File: src/rtl/hcube_node.sv
module hcube_node #(
  parameter int DIMS = 3,
  parameter int DATA_W = 16,
  parameter int HOP_W = $clog2(DIMS + 1),
  parameter logic [DIMS-1:0] NODE_ID = '0
) (
  input  logic                     clk,
  input  logic                     rst_n,
  input  logic                     loc_in_valid,
  output logic                     loc_in_ready,
  input  logic [DIMS-1:0]          loc_in_dest,
  input  logic [HOP_W-1:0]         loc_in_hops,
  input  logic [DATA_W-1:0]        loc_in_data,
  output logic                     loc_out_valid,
  input  logic                     loc_out_ready,
  output logic [DIMS-1:0]          loc_out_dest,
  output logic [HOP_W-1:0]         loc_out_hops,
  output logic [DATA_W-1:0]        loc_out_data,
  input  logic [DIMS-1:0]          lnk_in_valid,
  output logic [DIMS-1:0]          lnk_in_ready,
  input  logic [DIMS*DIMS-1:0]     lnk_in_dest,
  input  logic [DIMS*HOP_W-1:0]    lnk_in_hops,
  input  logic [DIMS*DATA_W-1:0]   lnk_in_data,
  output logic [DIMS-1:0]          lnk_out_valid,
  input  logic [DIMS-1:0]          lnk_out_ready,
  output logic [DIMS*DIMS-1:0]     lnk_out_dest,
  output logic [DIMS*HOP_W-1:0]    lnk_out_hops,
  output logic [DIMS*DATA_W-1:0]   lnk_out_data
);
  localparam int PORTS = DIMS + 1;
  localparam int LOC = DIMS;

  logic [PORTS-1:0]  iv, ordy, ov, gnt;
  logic [DIMS-1:0]   idest [PORTS];
  logic [HOP_W-1:0]  ihops [PORTS];
  logic [DATA_W-1:0] idata [PORTS];
  logic [DIMS-1:0]   odest [PORTS];
  logic [HOP_W-1:0]  ohops [PORTS];
  logic [DATA_W-1:0] odata [PORTS];
  logic [PORTS-1:0]  req   [PORTS];
  logic [PORTS-1:0]  want  [PORTS];
  logic [PORTS-1:0]  win   [PORTS];

  assign iv            = {loc_in_valid, lnk_in_valid};
  assign ordy          = {loc_out_ready, lnk_out_ready};
  assign loc_in_ready  = gnt[LOC];
  assign lnk_in_ready  = gnt[DIMS-1:0];
  assign loc_out_valid = ov[LOC];
  assign lnk_out_valid = ov[DIMS-1:0];
  assign loc_out_dest  = odest[LOC];
  assign loc_out_hops  = ohops[LOC];
  assign loc_out_data  = odata[LOC];
  assign idest[LOC]    = loc_in_dest;
  assign ihops[LOC]    = loc_in_hops;
  assign idata[LOC]    = loc_in_data;

  for (genvar d = 0; d < DIMS; d++) begin : g_link
    assign idest[d] = lnk_in_dest[d*DIMS +: DIMS];
    assign ihops[d] = lnk_in_hops[d*HOP_W +: HOP_W];
    assign idata[d] = lnk_in_data[d*DATA_W +: DATA_W];
    assign lnk_out_dest[d*DIMS +: DIMS]    = odest[d];
    assign lnk_out_hops[d*HOP_W +: HOP_W]  = ohops[d];
    assign lnk_out_data[d*DATA_W +: DATA_W] = odata[d];
  end

  // Route: all-zero difference goes local, else the lowest differing axis.
  for (genvar i = 0; i < PORTS; i++) begin : g_route
    logic [DIMS-1:0] diff;
    assign diff   = idest[i] ^ NODE_ID;
    assign req[i] = (diff == '0) ? (PORTS'(1) << LOC)
                                 : {1'b0, diff & (~diff + DIMS'(1))};
  end

  // Lowest input index wins each output; only an empty output accepts.
  always_comb begin
    gnt = '0;
    for (int o = 0; o < PORTS; o++) begin
      want[o] = '0;
      for (int i = 0; i < PORTS; i++) want[o][i] = iv[i] & req[i][o];
      win[o] = want[o] & (~want[o] + PORTS'(1));
      if (!ov[o]) gnt = gnt | win[o];
    end
  end

  always_ff @(posedge clk or negedge rst_n) begin
    if (!rst_n) ov <= '0;
    else
      for (int o = 0; o < PORTS; o++) begin
        if (ov[o]) begin
          if (ordy[o]) ov[o] <= 1'b0;
        end else if (|want[o]) ov[o] <= 1'b1;
      end
  end

  always_ff @(posedge clk) begin
    for (int o = 0; o < PORTS; o++)
      if (!ov[o])
        for (int i = 0; i < PORTS; i++)
          if (win[o][i]) begin
            odest[o] <= idest[i];
            ohops[o] <= (o == LOC) ? ihops[i] : ihops[i] + HOP_W'(1);
            odata[o] <= idata[i];
          end
  end

  for (genvar o = 0; o < PORTS; o++) begin : g_chk
    p_hold_stable_r7: assert property (@(posedge clk) disable iff (!rst_n)
      (ov[o] && !ordy[o]) |=> (ov[o] && $stable(odata[o]) && $stable(odest[o]) && $stable(ohops[o])));
    p_single_winner_r6: assert property (@(posedge clk) disable iff (!rst_n)
      $onehot0(gnt & want[o]));
    if (o < DIMS) begin : g_lnk
      localparam logic [DIMS-1:0] LOWM = DIMS'((64'd1 << (o + 1)) - 64'd1);
      localparam logic [DIMS-1:0] AXIS = DIMS'(64'd1 << o);
      p_lowest_axis_r3: assert property (@(posedge clk) disable iff (!rst_n)
        ov[o] |-> (((odest[o] ^ NODE_ID) & LOWM) == AXIS));
      p_hop_counted_r4: assert property (@(posedge clk) disable iff (!rst_n)
        ov[o] |-> (ohops[o] != '0));
    end else begin : g_loc
      p_local_match_r2: assert property (@(posedge clk) disable iff (!rst_n)
        ov[o] |-> (odest[o] == NODE_ID));
    end
  end

  p_local_latency_r5: assert property (@(posedge clk) disable iff (!rst_n)
    (loc_in_valid && loc_in_ready && loc_in_dest == NODE_ID) |=> loc_out_valid);

endmodule

File: config.mk
export PLATFORM = sky130hd
export DESIGN_NAME = hcube_node
export DESIGN_NICKNAME = d
export VERILOG_FILES = /design/src/rtl/hcube_node.sv
export SDC_FILE = /design/constraint.sdc
export NUM_CORES = 1
export LEC_CHECK = 0
export BUFFER_PORTS_ARGS = -buffer_cell sky130_fd_sc_hd__buf_2
export CORE_UTILIZATION = 35
export DETAILED_ROUTE_END_ITERATION = 8
export PLACE_DENSITY = 0.64
export SYNTH_ARGS = -nofsm -noshare
export SYNTH_HDL_FRONTEND = slang
export SYNTH_SLANG_ARGS = --single-unit
File: constraint.sdc
create_clock -name clk -period 3.5 [get_ports clk]
set_input_delay 0 -clock clk [delete_from_list [all_inputs] [get_ports clk]]
set_output_delay 0 -clock clk [all_outputs]
set_load 0.02 [all_outputs]
==> impl_metrics.toml, run 1 <==
[status]
outcome = "complete, no violations"

[die]
core-area_um2 = 15900
start_util = 0.360
die_area_um2 = 16900
die_w_um = 130
io_pins = 186
fp.dieH_um = 130
num_rows = 46

[yosys]
synth_largest_area_cell = "edfxtp_1"
synth_top_family_by_area = "compound AO/OA/AOI/OAI gates"
synthCells = 633
syn_area_um2 = 5740
ys_warn_count = 0
synthesis.nets = 727
synth_most_common_cell = "edfxtp_1"
synth-xor-area-share = 0.00763
async_reset_ff_frac = 0.0455
ys_types = 54
synthFlopType = "edfxtp_1"
synthMuxAreaShare = 0.00523
synthSimpleGateAreaFrac = 0.220
synth_edf_count = 84
synth_compound_area_frac = 0.250
yosysSeqAreaShare = 0.457
synthTopCellsByCount = "84 x edfxtp_1, 78 x nor2_1, 57 x nand3_1"
synthTopCellsByArea = "edfxtp_1 44%, nor2_1 5.1%, o21a_1 5.1%, nand3_1 5.0%, nor3_1 3.4%"
synth-seq-cells = 88
synthAdderAreaFrac = 0
syn_area_per_cell_um2 = 9.07
synth_top_cell_area_share = 0.440

[power]
pwr-share-clk = 0.293
seq_power_share = 0.427
powerDensity_nw_per_um2 = 436
peakVddDrop_mv = 0.265
power.total_w = 0.00318
p_int_w = 0.00213
combPwrFrac = 0.280
netSwitchingFraction = 0.332
power_leakage_nw = 2.89
switching_power_w = 0.00106

[worst_setup_path]
worst_ep_arrival_time_ps = 2520
cp-start-kind = "flip-flop"
path_cells = "a21oi_1, and3_1, buf_4, a221oi_1, o21ai_0, buf_2"
reg2reg_from = "ov[0]"
path_class = "flip-flop to output pin"
rrSetupSlack_ps = 1150
r2r.worst_path.cells = 5
endpoint_kind = "output pin"
cp_max_fo = 12
crit_slowest_cell = "and3_1"
critPathRequiredTime_ps = 3500
cpPeakStageDelay_ps = 590
r2r_end = "odata[0][3]"

[layout]
drive_above_1_share = 0.307
fin_cells = 1017
n_fill_cell = 1581
diodes = 0
final_util = 0.457
area_delta_synth_final_pct = 27.1
final_nets = 893
multi_input_area_um2 = 2860
regArea_um2 = 2620

[clocking]
cts_tree = "done"
cts_sinks = 88
htreeDepth = 3
cts_max_path_buffers = 2
cts_resized = 0
root_buffer = "clkbuf_16"
clock_latency_ps = 350
cts_made_buffers = 9
postCtsSetupRepairBufs = 0
clk_pin_slew_ps = 70

[grt]
grt_use_total = 0.259
antenna_found_initial = 0
grt_overflow = 0
grt_max_degree = 42
grt_first_pass_wirelength_um = 32100
grt_pass1_vias = 5492

[timing]
min_period_over_period = 0.720
fin_skew_ps = 11.1
timing.fmax_mhz = 397
finalCriticalPeriod_ps = 2520
worst_slack_ps = 982
worstMarginPinSlew_ps = 1290
rsz0062_at_grt = "false"
finalSetupTns_ps = 0
hold_violations = 0
max-slew-margin-rel = 0.136
slew_viol_final = 0
setup_viol = 0

[job]
drv_cap = 0

[worst_hold_path]
holdPathEnd = "odata[1][10]"
hold_path_class = "input pin to flip-flop"
min_path_cells = 2
min_from = "lnk_in_data[10]"

[placed_design]
place_congestion = 0.867
dpl.hpwl_um = 14700
place_inst = 992
dpl_worst_slack_ps = 717
io_buffers = 185

[route]
route.detailed.drc = 0
wire_per_inst_um = 21.5
drtAntennaViolNets = 0
dr_total_vias = 5990
vias_per_cell = 5.89
drt_iter0_drc = 770
routed_wl_um = 21900
drt_pass1_iterations = 6
-- logic make-up (layout without fill, tap and decap cells) --
kind of cell,after synthesis,count (layout)
muxes,3,3
AOI/OAI and AO/OA,194,194
buffers and inverters,83,251
and+or+nand+nor,260,260
DFF,88,88
xor gates and xnor gates,5,5
-- power by group through the flow --
stage / Sequential (W) / Clock, W / Combinational, W
6_report: 0.00136 / 0.000932 / 0.000891
4_1_cts: 0.00136 / 0.000942 / 0.000883
3_5_place_dp: 0.00138 / 0 / 0.000870
3_3_place_gp: 0.00138 / 0 / 0.000860
2_1_floorplan: 0.00149 / 0 / 0.000394
5_1_grt: 0.00137 / 0.000976 / 0.000950
-- worst max path at each step --
| stage | from | endpoint | depth (start not counted) |
|---|---|---|---|
| 3_5_place_dp | loc_in_dest[1] | odata[1][20] | 5 |
| 5_1_grt | loc_in_dest[1] | odata[1][20] | 5 |
| 4_1_cts | ov[0] | lnk_in_ready[1] | 6 |
| 3_3_place_gp | loc_in_dest[1] | odata[1][16] | 5 |
| 6_report | ov[0] | lnk_in_ready[1] | 6 |
| 2_1_floorplan | lnk_in_dest[1] | odata[1][0] | 4 |
-- critical path: cells and delay by family, from the launching register on --
kind / cells / cell delay (ps)
compound gates: 3 / 520
buf+inv: 2 / 560
simple gates: 1 / 590
flops: 1 / 470
-- layout make-up --
class | count | share of cell area
Multi-Input combinational cell | 462 | 0.392
Sequential cell | 88 | 0.360
Timing Repair Buffer | 217 | 0.164
Tap cell | 216 | 0.0371
Clock buffer | 11 | 0.0319
Inverter | 21 | 0.0108
Clock inverter | 2 | 0.00463
-- registers in the layout (all words and copies together), names as in the netlist --
register  count
ov            4
odata        64
ohops         8
odest        12
-- per-stage QoR --
| stage | hold slack, ps | cell area, µm² |
|---|---|---|
| CTS | 1.89 | 7290 |
| detailed placement | -184 | 6910 |
| floorplan | -296 | 5740 |
| global placement | -183 | 6910 |
| global route | 14.4 | 7290 |
| finish | 10.8 | 7290 |
-- per-layer routing --
metal	share of wire	vias to the layer above	wire length [µm]	global-route usage
li1	-	2715	-	-
met1	0.42	2832	9220	0.349
met2	0.46	415	10200	0.410
met3	0.095	28	2070	0.0504
met4	0.020	0	430	0.102
met5	0	-	0	0
-- layout by cell type, fill, tap and decap left out, types with 2 or more instances in the layout --
cell type      netlist  final
a21boi_0             2      2
a21o_1              16     16
a21oi_1             28     26
a221oi_1            19     19
a31oi_1             18     18
a32oi_1              2      2
and2_1               5      5
and3_1               2      2
and3b_1              2      2
buf_2                9    185
buf_4                0     20
clkbuf_1            48      2
clkbuf_16            0      9
dfrtp_1              4      4
dlygate4sd3_1        0     12
edfxtp_1            84     84
inv_1               21     21
mux2i_1              3      3
nand2_1             46     46
nand3_1             57     57
nand3b_1             4      4
nand4_1              3      3
nor2_1              78     76
nor2_2               3      4
nor2b_1              3      2
nor3_1              39     38
nor4b_1              3      2
nor4b_2              1      2
nor4bb_4             0      3
o21a_1              39     39
o21ai_0              4      3
o22ai_1             21     21
o2bb2ai_1            3      3
o31ai_1             23     23
o31ai_2             10     10
or2_2                2      2
xnor2_1              4      4
-- timing repair --
action	4_1_cts	5_1_grt
hold endpoints to repair	14	0
hold buffers	12	0
endpoints found under the setup margin	0	0
Note: power is estimated with default switching activity, not from simulation.
==> inputs of run 2 (changes only) <==
--- a/config.mk
+++ b/config.mk
@@ -8,7 +8,7 @@
 export BUFFER_PORTS_ARGS = -buffer_cell sky130_fd_sc_hd__buf_2
 export CORE_UTILIZATION = 35
 export DETAILED_ROUTE_END_ITERATION = 8
-export PLACE_DENSITY = 0.64
+export PLACE_DENSITY = 0.66
 export SYNTH_ARGS = -nofsm -noshare
 export SYNTH_HDL_FRONTEND = slang
 export SYNTH_SLANG_ARGS = --single-unit
==> constraint.sdc (replaced) <==
create_clock -name clk -period 2.2 [get_ports clk]
set_input_delay 0 -clock clk [delete_from_list [all_inputs] [get_ports clk]]
set_output_delay 0 -clock clk [all_outputs]
set_load 0.02 [all_outputs]
==> run 2 against run 1 <==
  * Sequential cell count did not move
  * Final area grew 5.4%
  * Worst setup slack worse by 880 ps
  * Clock power is 57% higher
  * Core utilization is 2.5 points higher
  * Routed wire length is 9.2% higher
  * Non-clock buffer count up 44
  * First-iteration DRC count is 19% higher
  * Clock-buffer cell count down 1
  * Sequential share of layout area is 1.8 points lower
  * Largest cell class unchanged
==> impl_metrics.toml, run 2 (synthesis results as in run 1) <==
[status]
outcome = "complete, no violations"

[clocking]
cts_made_buffers = 9
cts_sinks = 88
clk_pin_slew_ps = 70
root_buffer = "clkbuf_16"
clock_latency_ps = 350
htreeDepth = 3
cts_max_path_buffers = 2
cts_tree = "done"

[die]
io_pins = 186
die_area_um2 = 16900
start_util = 0.360
num_rows = 46
die_w_um = 130
core-area_um2 = 15900
fp.dieH_um = 130

[timing]
slew_viol_final = 0
worst_slack_ps = 98.5
finalSetupTns_ps = 0
finalCriticalPeriod_ps = 2100
setup_viol = 0
rsz0062_at_grt = "false"
timing.fmax_mhz = 476
hold_violations = 0
min_period_over_period = 0.955
worstMarginPinSlew_ps = 698
fin_skew_ps = 5.87
max-slew-margin-rel = 0.528

[grt]
grt_pass1_vias = 5936
antenna_found_initial = 1
grt_first_pass_wirelength_um = 35100
grt_use_total = 0.283
grt_max_degree = 31
grt_overflow = 0

[layout]
mostFrequentLayoutCell = "buf_2"
final_cell_mix = "185 x buf_2, 84 x edfxtp_1, 76 x nor2_1"
top_regs = "odata (64), odest (12), ohops (8)"
largest_reg_flops = 64
drive_above_1_share = 0.336
largest_register = "odata"
final_nets = 937
area_delta_synth_final_pct = 34.0

[route]
dr_total_vias = 6408
vias_per_cell = 6.01
route.detailed.drc = 0
routed_wl_um = 23900
wire_per_inst_um = 22.4
drt_iter0_drc = 915
drt_pass1_iterations = 5
drtAntennaViolNets = 0

[worst_setup_path]
critPathRequiredTime_ps = 2200
worst_ep_arrival_time_ps = 2100
endpoint_kind = "output pin"
path_cells = "a21oi_2, and3_2, buf_4, a221oi_1, o21ai_0, buf_2"
cpPeakStageDelay_ps = 500
cp_max_fo = 11
path_class = "flip-flop to output pin"
r2r_end = "odata[1][5]"
cp-start-kind = "flip-flop"
critical_path_buf_inv_count = 2
r2r.worst_path.cells = 4
crit_family = "compound AO/OA/AOI/OAI gates"
reg2reg_from = "ov[2]"
crit_slowest_cell = "dfrtp_1"
rrSetupSlack_ps = 300

[power]
power_leakage_nw = 3.11
peakVddDrop_mv = 0.363
powerDensity_nw_per_um2 = 673

[worst_hold_path]
min_path_cells = 3
hold_path_class = "input pin to flip-flop"
holdPathEnd = "odata[0][17]"
min_from = "loc_in_data[1]"

[placed_design]
dpl_worst_slack_ps = 237
io_buffers = 185
dpl.hpwl_um = 16400
place_congestion = 0.945

[job]
drv_cap = 0
-- run 2: changes by cell type in the layout (fill, tap and decap cells not counted), moves of 2 or more --
cell / change
dlygate4sd3_1: +10
buf_12: +2
buf_4: +31
clkinvlp_4: +2
diode_2: +3
-- run 2: layout make-up --
class                      count  area, µm²
antenna                        3       7.51
clock buffer                  10        229
clock inverter                 6       36.3
fill                        1513       8250
inverter                      21       78.8
multi-input combinational    462       2860
sequential                    88       2620
tap                          216        270
timing repair buffer         261       1580
-- run 2: layer usage --
layer | share of wire | track usage
met3 | 0.11 | 0.0513
met2 | 0.45 | 0.436
met5 | 0 | 0
met4 | 0.039 | 0.144
met1 | 0.41 | 0.381
-- run 2: worst max-delay path by stage --
stage,start,to,slack [ps],cells past startpoint
final,ov[0],lnk_in_ready[1],100,6
after global routing,ov[1],lnk_in_ready[1],30,6
after CTS,ov[1],lnk_in_ready[1],70,6
after detailed placement,lnk_in_dest[5],odata[1][16],240,6
after global placement,loc_in_dest[1],ohops[1][2],300,6
after floorplan,lnk_in_dest[6],odata[0][16],100,5
-- run 2: metrics by stage --
step / power [W] / instance area, µm² / util / cells / hold WS, ps
2_1_floorplan: 0.00300 / 5750 / - / 633 / -296
3_3_place_gp: 0.00367 / 7190 / 0.451 / 1026 / -183
3_5_place_dp: 0.00367 / 7190 / 0.451 / 1026 / -182
4_1_cts: 0.00514 / 7670 / 0.481 / 1064 / 2.01
5_1_grt: 0.00535 / 7680 / 0.482 / 1065 / 19.4
6_report: 0.00517 / 7690 / 0.482 / 1067 / 7.83
-- run 2: worst min-delay path: cells and delay by family --
kind / cells / cell delay [ps]
buffers and inverters: 1 / 120
AND/OR/NAND/NOR: 1 / 70
AO/OA/AOI/OAI: 1 / 60
-- run 2: repair_timing --
action | in CTS | in global routing
hold buffers | 22 | 0
hold endpoints to repair | 24 | 0
endpoints found under the setup margin | 1 | 1
buffers inserted | 0 | 0
resized for setup | 1 | 2
-- run 2: report_power, final --
group | switching, W | internal [W]
registers | 0.0000886 | 0.00207
clock network | 0.000698 | 0.000760
logic | 0.00103 | 0.000532
total | 0.00181 | 0.00336
==> inputs of run 3 (changes only) <==
--- a/config.mk
+++ b/config.mk
@@ -6,9 +6,11 @@
 export NUM_CORES = 1
 export LEC_CHECK = 0
 export BUFFER_PORTS_ARGS = -buffer_cell sky130_fd_sc_hd__buf_2
+export CORE_MARGIN = 3
 export CORE_UTILIZATION = 35
 export DETAILED_ROUTE_END_ITERATION = 8
 export PLACE_DENSITY = 0.66
 export SYNTH_ARGS = -nofsm -noshare
 export SYNTH_HDL_FRONTEND = slang
 export SYNTH_SLANG_ARGS = --single-unit
+export TNS_END_PERCENT = 100
==> run 3 against run 2 <==
  * Clock-buffer cell count did not move
  * First-iteration DRC count fell by 9.3%
  * Fmax rose by 4.9%
  * Critical path depth did not move
  * Combinational power barely moved
  * Worst setup slack improved by 98 ps
  * Die area rose by 6.2%
  * Core utilization rose by 0.46 points
  * Via count fell by 1.6%
  * Register-to-register slack improved by 20 ps
  * Non-clock buffer count fell by 12
==> impl_metrics.toml, run 3 (synthesis results as in run 1) <==
[die]
die_area_um2 = 18000
core-area_um2 = 15900
die_w_um = 134
fp.dieH_um = 134
io_pins = 186
num_rows = 46
start_util = 0.360

[timing]
worstMarginPinSlew_ps = 817
slew_viol_final = 0
min_period_over_period = 0.911
setup_viol = 0
finalSetupTns_ps = 0
max-slew-margin-rel = 0.456
hold_violations = 0
finalCriticalPeriod_ps = 2000
fin_skew_ps = 7.86
rsz0062_at_grt = "false"
timing.fmax_mhz = 499

[layout]
final_cell_mix = "185 x buf_2, 84 x edfxtp_1, 76 x nor2_1"
drive_above_1_share = 0.336
mostFrequentLayoutCell = "buf_2"
fin_cells = 1055
final_util = 0.487
largest_reg_flops = 64
top_regs = "odata (64), odest (12), ohops (8)"
area_delta_synth_final_pct = 35.3
largest_register = "odata"
final_nets = 925

[route]
drtAntennaViolNets = 0
dr_total_vias = 6308
routed_wl_um = 23600
drt_pass1_iterations = 6
vias_per_cell = 5.98
route.detailed.drc = 0
wire_per_inst_um = 22.4
drt_iter0_drc = 830

[worst_setup_path]
worst_ep_arrival_time_ps = 2000
cp-start-kind = "flip-flop"
cp_max_fo = 12
endpoint_kind = "output pin"
critPathRequiredTime_ps = 2200
path_class = "flip-flop to output pin"

[clocking]
clock_latency_ps = 360
cts_max_path_buffers = 2
root_buffer = "clkbuf_16"
cts_sinks = 88
clk_pin_slew_ps = 70
cts_tree = "done"
htreeDepth = 3
cts_made_buffers = 9

[power]
peakVddDrop_mv = 0.384
power.total_w = 0.00573
powerDensity_nw_per_um2 = 738
power_leakage_nw = 3.13

[grt]
grt_pass1_vias = 6080
grt_first_pass_wirelength_um = 35500
grt_overflow = 0
antenna_found_initial = 3
grt_max_degree = 42
grt_use_total = 0.257

[job]
drv_cap = 0

[placed_design]
io_buffers = 185
dpl.hpwl_um = 16500
place_inst = 1020
place_congestion = 0.939

[status]
outcome = "complete, no violations"

[worst_hold_path]
hold_path_class = "input pin to flip-flop"
-- run 3: changes by cell type in the layout (fill, tap and decap cells not counted), sizes merged --
cell         delta
clkinv          -3
bufinv          +5
buf             -6
dlygate4sd3     -6
clkinvlp        -2
-- run 3: cell type report --
| class | count | area (µm²) |
|---|---|---|
| Sequential cell | 88 | 2620 |
| Timing Repair Buffer | 249 | 1520 |
| Fill cell | 1557 | 8180 |
| Inverter | 21 | 78.8 |
| Tap cell | 216 | 270 |
| Multi-Input combinational cell | 462 | 2880 |
| Clock inverter | 6 | 155 |
| Antenna cell | 3 | 7.51 |
| Clock buffer | 10 | 229 |
-- run 3: worst max-delay path: stages (launching register included) --
cell and delay [ps]:
dfrtp_1 520, a21oi_2 100, and3_1 210, buf_4 200, a221oi_1 200, o21ai_0 210, buf_2 210
-- run 3: worst paths after layout --
| check | depth (start not counted) | from | slack (ps) | end |
|---|---|---|---|---|
| setup / recovery | 6 | ov[0] | 200 | lnk_in_ready[1] |
| hold / removal | 3 | loc_in_data[2] | 10 | odata[1][18] |
| setup reg to reg | 3 | ov[1] | 320 | odata[0][23] |
| hold reg to reg | 2 | ov[2] | 620 | ov[2] |
| max in group asynchronous | 3 | rst_n | 1470 | ov[2] |
| min in group asynchronous | 3 | rst_n | 540 | ov[0] |
-- run 3: power breakdown --
group	internal [W]	switching (W)	leakage, nW	total, W
Combinational	0.000539	0.00103	2.12	0.00157
Clock	0.00134	0.000677	0.187	0.00202
Sequential	0.00207	0.0000792	0.826	0.00215
-- run 3: timing repair --
action,4_1_cts,5_1_grt
gates resized for setup,0,1
buffers inserted,0,0
hold buffers,16,0
endpoints found under the setup margin,0,1
hold endpoints to repair,18,0
-- run 3: stage by stage --
stage / setup slack [ps] / hold WS [ps] / area [µm²]
2_1_floorplan: 102 / -296 / 5750
3_3_place_gp: 304 / -182 / 7210
3_5_place_dp: 280 / -180 / 7210
4_1_cts: 122 / 2.04 / 7750
5_1_grt: 91.0 / 8.99 / 7760
6_report: 196 / 12.7 / 7760
-- run 3: routing by layer --
metal	share of wire	GRT usage	wire length (µm)	vias to the layer above
met2	0.45	0.391	10600	490
met4	0.030	0.110	715	0
met5	0	0	0	-
met3	0.12	0.0641	2740	61
li1	-	-	-	2785
met1	0.41	0.350	9590	2972
